File: src/rtl/cc_line21_pkg.sv
// Shared constants and helpers for the caption encoder.
// Assumes a 1716-clock line and a bit cell of one 32nd of a line.
package cc_line21_pkg;
    localparam int LINE_CLKS     = 1716;
    localparam int CELLS_PER_LN  = 32;
    localparam int HALF_STEP     = 2 * CELLS_PER_LN;
    localparam int RUNIN_HALVES  = 13;
    localparam int FRAME_BITS    = 19;
    localparam int TOTAL_HALVES  = RUNIN_HALVES + 2 * FRAME_BITS;
    localparam int CHAR_W        = 7;

    typedef logic [CHAR_W-1:0] char_t;

    // Odd parity bit for a 7-bit character.
    function automatic logic odd_par(input char_t c);
        return ~(^c);
    endfunction
endpackage

File: src/rtl/cc_half_timer.sv
// Fractional half-cell timer: fires a tick every LINE_CLKS/STEP clocks on
// average (26.8125), and reports the clock count within the half cell.
// Assumes restart is pulsed once before run rises.
module cc_half_timer #(
    parameter int LINE_CLKS = 1716,
    parameter int STEP      = 64,
    parameter int PW        = 6
) (
    input  logic          clk,
    input  logic          rst_n,
    input  logic          restart,
    input  logic          run,
    output logic          half_tick,
    output logic [PW-1:0] pcnt
);
    localparam int AW = $clog2(LINE_CLKS + STEP) + 1;

    logic [AW-1:0] acc;
    logic [AW-1:0] acc_sum;

    assign acc_sum   = acc + AW'(STEP);
    assign half_tick = run && (acc_sum >= AW'(LINE_CLKS));

    // Advance the phase accumulator and the in-cell clock count.
    always_ff @(posedge clk) begin
        if (!rst_n || restart) begin
            acc  <= '0;
            pcnt <= '0;
        end else if (run) begin
            if (half_tick) begin
                acc  <= acc_sum - AW'(LINE_CLKS);
                pcnt <= '0;
            end else begin
                acc  <= acc_sum;
                pcnt <= pcnt + 1'b1;
            end
        end
    end
endmodule

File: src/rtl/cc_char_regs.sv
// Host character bytes with per-field status and a pending buffer for
// writes arriving during a burst. Assumes done pulses once per burst.
module cc_char_regs
    import cc_line21_pkg::*;
(
    input  logic        clk,
    input  logic        rst_n,
    input  logic        wr_en,
    input  logic [1:0]  wr_addr,
    input  char_t       wr_data,
    input  logic        busy,
    input  logic        done,
    input  logic        done_field,
    output char_t       bytes_q [4],
    output logic [1:0]  status
);
    char_t pend    [4];
    logic  [3:0] pend_v;
    char_t pend_d  [4];
    logic  [3:0] pend_vd;
    logic  [1:0] pend_any;

    // Merge the current write into the pending view.
    always_comb begin
        for (int i = 0; i < 4; i++) begin
            pend_d[i]  = pend[i];
            pend_vd[i] = pend_v[i];
        end
        if (wr_en) begin
            pend_d[wr_addr]  = wr_data;
            pend_vd[wr_addr] = 1'b1;
        end
        pend_any = {pend_vd[3] | pend_vd[2], pend_vd[1] | pend_vd[0]};
    end

    // Store bytes, buffer in-burst writes, clear sent bytes at burst end.
    always_ff @(posedge clk) begin
        if (!rst_n) begin
            for (int i = 0; i < 4; i++) begin
                bytes_q[i] <= '0;
                pend[i]    <= '0;
            end
            pend_v <= '0;
            status <= '0;
        end else if (done) begin
            for (int i = 0; i < 4; i++) begin
                if (pend_vd[i])
                    bytes_q[i] <= pend_d[i];
                else if ((i / 2) == int'(done_field))
                    bytes_q[i] <= '0;
            end
            pend_v <= '0;
            for (int f = 0; f < 2; f++) begin
                if (f == int'(done_field))
                    status[f] <= pend_any[f];
                else
                    status[f] <= status[f] | pend_any[f];
            end
        end else if (wr_en) begin
            if (busy) begin
                pend[wr_addr]   <= wr_data;
                pend_v[wr_addr] <= 1'b1;
            end else begin
                bytes_q[wr_addr] <= wr_data;
            end
            status[wr_addr[1]] <= 1'b1;
        end
    end
endmodule

File: src/rtl/cc_frame_seq.sv
// Burst sequencer: walks 13 run-in half cells then 19 bit cells and
// produces the level code. Assumes start only arrives while idle.
module cc_frame_seq
    import cc_line21_pkg::*;
#(
    parameter int          PW       = 6,
    parameter logic [7:0]  LEVEL_LO = 8'd16,
    parameter logic [7:0]  LEVEL_HI = 8'd120
) (
    input  logic                  clk,
    input  logic                  rst_n,
    input  logic                  start,
    input  logic                  start_field,
    input  logic [FRAME_BITS-1:0] frame_in,
    input  logic                  half_tick,
    input  logic [PW-1:0]         pcnt,
    output logic                  active,
    output logic                  done,
    output logic                  cur_field,
    output logic [7:0]            level
);
    localparam int HW       = $clog2(TOTAL_HALVES + 1);
    localparam int SPAN     = int'(LEVEL_HI) - int'(LEVEL_LO);
    localparam int LVL_STEP = SPAN / (LINE_CLKS / HALF_STEP);

    logic [HW-1:0]         half_idx;
    logic [FRAME_BITS-1:0] frame;
    logic [HW-1:0]         data_half;
    logic [4:0]            bit_idx;
    logic [9:0]            ramp;

    assign done      = active && half_tick && (half_idx == HW'(TOTAL_HALVES - 1));
    assign data_half = half_idx - HW'(RUNIN_HALVES);
    assign bit_idx   = 5'(data_half >> 1);
    assign ramp      = 10'(pcnt) * 10'(LVL_STEP);

    // Track burst progress in half cells and hold the frame bits.
    always_ff @(posedge clk) begin
        if (!rst_n) begin
            active    <= 1'b0;
            half_idx  <= '0;
            frame     <= '0;
            cur_field <= 1'b0;
        end else if (start) begin
            active    <= 1'b1;
            half_idx  <= '0;
            frame     <= frame_in;
            cur_field <= start_field;
        end else if (done) begin
            active <= 1'b0;
        end else if (active && half_tick) begin
            half_idx <= half_idx + 1'b1;
        end
    end

    // Pick the run-in ramp or the NRZ bit level.
    always_comb begin
        if (!active) begin
            level = LEVEL_LO;
        end else if (half_idx < HW'(RUNIN_HALVES)) begin
            if (!half_idx[0])
                level = (ramp >= 10'(SPAN)) ? LEVEL_HI : 8'(10'(LEVEL_LO) + ramp);
            else
                level = (ramp >= 10'(SPAN)) ? LEVEL_LO : 8'(10'(LEVEL_HI) - ramp);
        end else begin
            level = frame[bit_idx] ? LEVEL_HI : LEVEL_LO;
        end
    end
endmodule

File: src/rtl/cc_line21_enc.sv
// Caption encoder top: picks the eligible line, assembles the frame with
// start code and parity, and registers the output level and gate.
// Assumes hpos counts 0..LINE_CLKS-1 and line/field are stable per line.
module cc_line21_enc
    import cc_line21_pkg::*;
#(
    parameter int          START_POS = 284,
    parameter int          LINE_F1   = 21,
    parameter int          LINE_F2   = 284,
    parameter logic [7:0]  LEVEL_LO  = 8'd16,
    parameter logic [7:0]  LEVEL_HI  = 8'd120
) (
    input  logic        clk,
    input  logic        rst_n,
    input  logic [9:0]  line_num,
    input  logic        field2,
    input  logic [10:0] hpos,
    input  logic        wr_en,
    input  logic [1:0]  wr_addr,
    input  logic [6:0]  wr_data,
    input  logic        en_f1,
    input  logic        en_f2,
    output logic [7:0]  luma_code,
    output logic        cc_active,
    output logic        status_f1,
    output logic        status_f2
);
    localparam int PW = $clog2(LINE_CLKS / HALF_STEP + 2);

    logic                  start;
    logic                  active;
    logic                  done;
    logic                  cur_field;
    logic                  half_tick;
    logic [PW-1:0]         pcnt;
    logic [7:0]            level;
    logic [1:0]            status;
    char_t                 bytes_q [4];
    char_t                 c1, c2;
    logic [FRAME_BITS-1:0] frame_in;

    // Decide whether this clock opens a caption burst.
    always_comb begin
        start = !active && (hpos == 11'(START_POS)) &&
                (((line_num == 10'(LINE_F1)) && !field2 && en_f1) ||
                 ((line_num == 10'(LINE_F2)) &&  field2 && en_f2));
        c1 = field2 ? bytes_q[2] : bytes_q[0];
        c2 = field2 ? bytes_q[3] : bytes_q[1];
        frame_in = {odd_par(c2), c2, odd_par(c1), c1, 3'b100};
    end

    cc_half_timer #(.LINE_CLKS(LINE_CLKS), .STEP(HALF_STEP), .PW(PW)) u_timer (
        .clk(clk), .rst_n(rst_n), .restart(start), .run(active),
        .half_tick(half_tick), .pcnt(pcnt)
    );

    cc_frame_seq #(.PW(PW), .LEVEL_LO(LEVEL_LO), .LEVEL_HI(LEVEL_HI)) u_seq (
        .clk(clk), .rst_n(rst_n), .start(start), .start_field(field2),
        .frame_in(frame_in), .half_tick(half_tick), .pcnt(pcnt),
        .active(active), .done(done), .cur_field(cur_field), .level(level)
    );

    cc_char_regs u_regs (
        .clk(clk), .rst_n(rst_n), .wr_en(wr_en), .wr_addr(wr_addr),
        .wr_data(wr_data), .busy(active | start), .done(done),
        .done_field(cur_field), .bytes_q(bytes_q), .status(status)
    );

    // Register the output level and gate together.
    always_ff @(posedge clk) begin
        if (!rst_n) begin
            luma_code <= LEVEL_LO;
            cc_active <= 1'b0;
        end else begin
            luma_code <= level;
            cc_active <= active;
        end
    end

    assign status_f1 = status[0];
    assign status_f2 = status[1];
endmodule

File: config.mk
export PLATFORM = sky130hd
export DESIGN_NAME = cc_line21_enc
export DESIGN_NICKNAME = d
export VERILOG_FILES = /design/src/rtl/cc_line21_pkg.sv /design/src/rtl/cc_half_timer.sv /design/src/rtl/cc_char_regs.sv /design/src/rtl/cc_frame_seq.sv /design/src/rtl/cc_line21_enc.sv
export SDC_FILE = /design/constraint.sdc
export NUM_CORES = 1
export LEC_CHECK = 0
export CAP_MARGIN = 20
export CORE_ASPECT_RATIO = 0.75
export CORE_MARGIN = 4
export CORE_UTILIZATION = 60
export DETAILED_ROUTE_END_ITERATION = 7
export GPL_TIMING_DRIVEN = 0
export HOLD_SLACK_MARGIN = 0.12
export PLACE_DENSITY = 0.86
export SETUP_SLACK_MARGIN = 0.02
export SLEW_MARGIN = 20
export SYNTH_ARGS = -nofsm -noshare
export SYNTH_HDL_FRONTEND = slang
export SYNTH_SLANG_ARGS = --single-unit
File: constraint.sdc
create_clock -name clk -period 5.9 [get_ports clk]
set_input_delay 0.885 -clock clk [delete_from_list [all_inputs] [get_ports clk]]
set_output_delay 0.885 -clock clk [all_outputs]
set_load 0.005 [all_outputs]
-- After elaboration in Yosys (flattened, before gate mapping)
Memory sizes are Yosys's and may differ from the RTL's.
Cells that the tools add are included.
- bits of input ports: 36
- output and inout bits: 11
- memories: 1
- register bits after elaboration: 85
- memory bits (writable): 28
- memories (memory ; words ; width ; read ports ; clocked after memory_dff ; wr ports ; line ; text):
    u_regs.pend ; 4 ; 7 ; 4 ; 0 ; 4 ; cc_char_regs.sv:17 ; char_t pend [4];
- bitwise logic cells: 12
- reductions and logical operators: 31
- add/sub/neg operators: 7
- order comparisons: 10
- equal/unequal tests: 9
- mux-type cells: 45
- operators by type and width (cell ; count):
    2-to-1 mux 28 bit ; 4
    2-to-1 mux 7 bit ; 11
    bitwise mux 28 bit ; 2
    2-to-1 mux 8 bit ; 4
    demux 7 bit (select 2 bit) ; 1
    2-to-1 mux 1 bit ; 14
    parity 7 bit ; 2
    adder 12 x 7 -> 12 bit, second input constant ; 1
    >= comparator 12 x 11 -> 1 bit, second input constant ; 1
    logical AND 1 bit ; 12
    2-to-1 mux 12 bit ; 1
    AND reduction 3 bit ; 4
    subtractor 12 x 11 -> 12 bit, second input constant ; 1
    equality test 11 x 9 -> 1 bit, second input constant ; 1
    equality test 10 x 5 -> 1 bit, second input constant ; 1
    equality test 10 x 9 -> 1 bit, second input constant ; 1
    adder 5 x 7 -> 8 bit, first input constant ; 1
    subtractor 7 x 7 -> 8 bit, first input constant ; 1
    >= comparator 7 bit, second input constant ; 1
    OR reduction 7 bit ; 1
    adder 6 x 1 -> 6 bit, second input constant ; 1
    equality test 6 bit, second input constant ; 1
    < comparator 5 x 6 -> 1 bit, second input constant ; 1
    < comparator 6 x 4 -> 1 bit, second input constant ; 1
    other kinds (27) ; 45

-- Depth between registers and ports, before layout
- depth in word-level cells: 13
- gate-level depth with buffers: 10
- depth with buffers taken out: 8

-- Modules after synthesis
From an unflattened synthesis, not the netlist that was laid out.
- cells, all modules: 674
- area total of the unflattened synthesis: 6750.2 µm²
- by module, submodules not included (module ; cells each ; sequential area each (µm²) ; instances ; area an instance (µm²)):
    cc_char_regs ; 312 ; 1521.5 ; 1 ; 3318.2
    cc_frame_seq ; 174 ; 540.5 ; 1 ; 1654.1
    cc_half_timer ; 131 ; 300.3 ; 1 ; 1101.1
    cc_line21_enc ; 57 ; 180.2 ; 1 ; 676.9

-- Worst setup path before layout
No wires, ideal clock.
- path kind: input -> register
- start point: input port field2
- end point: memory u_regs.pend[0][0] in the netlist's numbering, enable pin
- setup time: 381 ps
- arrival time: 2655 ps
- data required time: 5519 ps
- path buffers: 2
- setup slack: 2864 ps
- cell stages on the path: 8
- cell sequence: buf_6 -> nor4b_4 -> a22oi_2 -> nor4_2 -> or2_2 -> clkbuf_1 -> nand2_1 -> o21ai_0
- RTL lines (element ; line ; text):
    start: declaration ; cc_line21_enc.sv:16 ; input logic field2,
    end: declaration ; cc_char_regs.sv:17 ;

==> results.sh <==
export IMPL_p_leak_nw=2.34
export IMPL_synth_area_per_cell_um2=9.42
export IMPL_grt_max_degree=18
export IMPL_multi_input_area_um2=3370
export IMPL_synth_cell_types=69
export IMPL_yosysSeqAreaShare_pct=40.2
export IMPL_n_antenna_cell=0
export IMPL_antenna_found_initial=0
export IMPL_critPathSlowestCell="o21ai_0"
export IMPL_fmax_mhz=263
export IMPL_hold_path_class="reg -> reg"
export IMPL_cp_required_ns=5.87
export IMPL_tightestPinTransition_ns=1.00
export IMPL_placed_cells=825
export IMPL_ant_nets=0
export IMPL_grt_overflow=0
export IMPL_cts_root_buf="clkbuf_16"
export IMPL_cts_setup_buffers=0
export IMPL_cts_buffer_depth=2
export IMPL_dp_slack_ns=1.84
export IMPL_regArea_um2=2460
export IMPL_crit_fanout=7
export IMPL_cts_tree="done"
export IMPL_finalSetupTns_ns=0
export IMPL_core_um2=9810
export IMPL_ioPinCount=47
export IMPL_layout_commonest_cell="dfxtp_1"
export IMPL_run_status="complete, no violations"
export IMPL_holdPathEnd="u_seq.frame[2]$_SDFFE_PN0P_"
export IMPL_finalSetupViolations=0
export IMPL_worstHoldStart="u_seq.frame[2]$_SDFFE_PN0P_"
export IMPL_clkTransAtPathRegs_ns=0.07
export IMPL_grt_pass1_wl_um=25800
export IMPL_fin_hold_ws_ns=0.470
export IMPL_ctsHoldBuffers=0
export IMPL_final_cell_mix="81 x dfxtp_1, 64 x nand2_1, 46 x nor2_1"
export IMPL_finalHoldViolCount=0
export IMPL_synth_edf_count=28
export IMPL_drive_gt1_share_pct=10.3
export IMPL_layout_worst_path_cycle_share_pct=64.5
export IMPL_nets=752
export IMPL_cp_end_kind="register"
export IMPL_dp_hpwl_um=11900
export IMPL_power_density_nw_per_um2=214
export IMPL_drt_first_pass_iters=7
export IMPL_viasPerCell=6.35
export IMPL_skew_ns=0.0105
export IMPL_row_count=31
export IMPL_synth_area_um2=6130
export IMPL_setup_ws_ns=2.10
export IMPL_ctsResizeCount=0
export IMPL_drv_slew=0
export IMPL_r2r_start="u_seq.half_idx[0]$_SDFFE_PP0P_"
export IMPL_drt_total_wl_um=16300
export IMPL_numCtsBuffers=9
export IMPL_max_stage_delay_ns=0.83
export IMPL_stdcell_count=841
export IMPL_rr_endpoint="u_regs.pend[1][5]$_SDFFCE_PN0P_"
export IMPL_ys_seq_elements=109
export IMPL_numPortBuffers=41
export IMPL_vias=5342
export IMPL_synth_async_reset_ratio_pct=0
export IMPL_cp_start_kind="input port"
export IMPL_route_detailed_drc=0
export IMPL_gp_congestion=0.962
export IMPL_ys_warn_count=0
export IMPL_clock_latency_ns=0.35
export IMPL_htree_num_levels=3
export IMPL_cts_sinks=109
export IMPL_dieArea_um2=11900
export IMPL_grt_pass1_vias=4982
export IMPL_relSlewSlack_pct=32.3
export IMPL_path_class="in -> reg"
export IMPL_area_growth_syn_to_layout_pct=13.9
export IMPL_die_w_um=125
export IMPL_cp_arrival_ns=3.78
export IMPL_ys_flop_type="dfxtp_1"
export IMPL_grt_setup_unrepaired="no"
export IMPL_synthCells=650
export IMPL_period_needed_ns=3.80
export IMPL_die_y_um=95.5
export IMPL_path_cells="clkdlybuf4s50_1 > and4b_1 > a22oi_2 > nor4_2 > or2_2 > clkbuf_1 > nand2_1 > o21ai_0"
export IMPL_worstHoldPathCells=1
export IMPL_reg2regPathDepth=8
export IMPL_grt_usage_pct=27.2
export IMPL_cap_violations=0
export IMPL_fillers=701
export IMPL_peakVddDrop_mv=0.143
export IMPL_initial_utilization_pct=62.4
export IMPL_drt_iter0_drc=695
export IMPL_rrSetupSlack_ns=2.46
export IMPL_wl_per_cell_um=19.4
-- cell families (layout without fill, tap and decap cells) --
group / after synthesis / after routing / share of synthesized area, %
and+or+nand+nor: 273 / 273 / 24.2
muxes: 37 / 37 / 6.74
xor gates and xnor gates: 33 / 33 / 4.72
buffers and inverters: 58 / 115 / 4.86
DFF: 109 / 109 / 40.2
AOI/OAI and AO/OA: 127 / 127 / 16.8
other: 1 / 3 / 0.0612
adders and majority gates: 12 / 12 / 2.45
-- worst max-delay path, delay by kind of cell --
kind,cells,cell delay [ns]
simple gates,4,1.16
compound gates,2,0.95
buf+inv,2,0.78
-- power breakdown --
part,switching (mW),leakage (nW),internal (mW)
combinational,0.0719,1.28,0.0632
clock,0.276,0.120,0.283
sequential,0.0144,0.946,0.782
total,0.362,2.34,1.13
-- state kept, by name (all words and copies together), names as in the netlist, 2 cells and up --
register / count
u_regs.pend: 28
u_regs.status: 2
u_seq.frame: 17
u_timer.acc: 10
u_timer.pcnt: 5
u_regs.pend_v: 4
u_regs.bytes_q: 28
luma_code: 6
u_seq.half_idx: 6
-- synthesized netlist by cell type, types with 14 or more instances --
master / number / area (um2)
a211oi_1: 20 / 150
a21oi_1: 23 / 115
a311oi_1: 21 / 184
and2_1: 31 / 194
clkbuf_1: 25 / 93.8
dfxtp_1: 81 / 1620
edfxtp_1: 28 / 841
mux2i_1: 33 / 330
nand2_1: 64 / 240
nand3_1: 20 / 100
nand4b_1: 14 / 123
nor2_1: 46 / 173
nor3_1: 39 / 195
o21ai_0: 17 / 85.1
xnor2_1: 19 / 166
xor2_1: 14 / 123
-- metrics by stage --
stage	power [mW]	utilization (%)	area (um2)
finish	1.49	71.1	6980
global route	1.53	71.1	6980
CTS	1.48	71.1	6980
detailed placement	0.945	68.4	6710
global placement	0.940	68.4	6710
floorplan	0.888	-	6130
-- area by class of cell --
class	count	share of cell area, %
multi-input combinational	485	48.4
inverter	13	0.700
sequential	109	35.3
tap	132	2.37
timing repair buffer	41	5.88
clock inverter	7	0.592
buffer	45	3.57
clock buffer	9	3.23
-- layer usage --
metal	track usage [%]	wire [um]	vias up
li1	-	-	2509
met1	36.6	6800	2469
met2	43.2	7350	325
met3	8.17	1870	39
met4	7.30	294	0
met5	0	0	-
-- how the worst max path moves through the flow --
stage,slack (ns),cells past startpoint,end,start
2_1_floorplan,2.86,8,u_regs.pend[0][0]$_SDFFCE_PN0P_,field2
3_3_place_gp,1.94,8,u_regs.pend[0][4]$_SDFFCE_PN0P_,line_num[3]
3_5_place_dp,1.84,8,u_regs.pend[3][2]$_DFFE_PP_,hpos[4]
4_1_cts,2.16,8,u_regs.pend[1][5]$_SDFFCE_PN0P_,hpos[4]
5_1_grt,1.93,8,u_regs.pend[0][3]$_SDFFCE_PN0P_,hpos[4]
6_report,2.10,8,u_regs.pend[1][5]$_SDFFCE_PN0P_,line_num[8]
(Power assumes the default switching activity.)
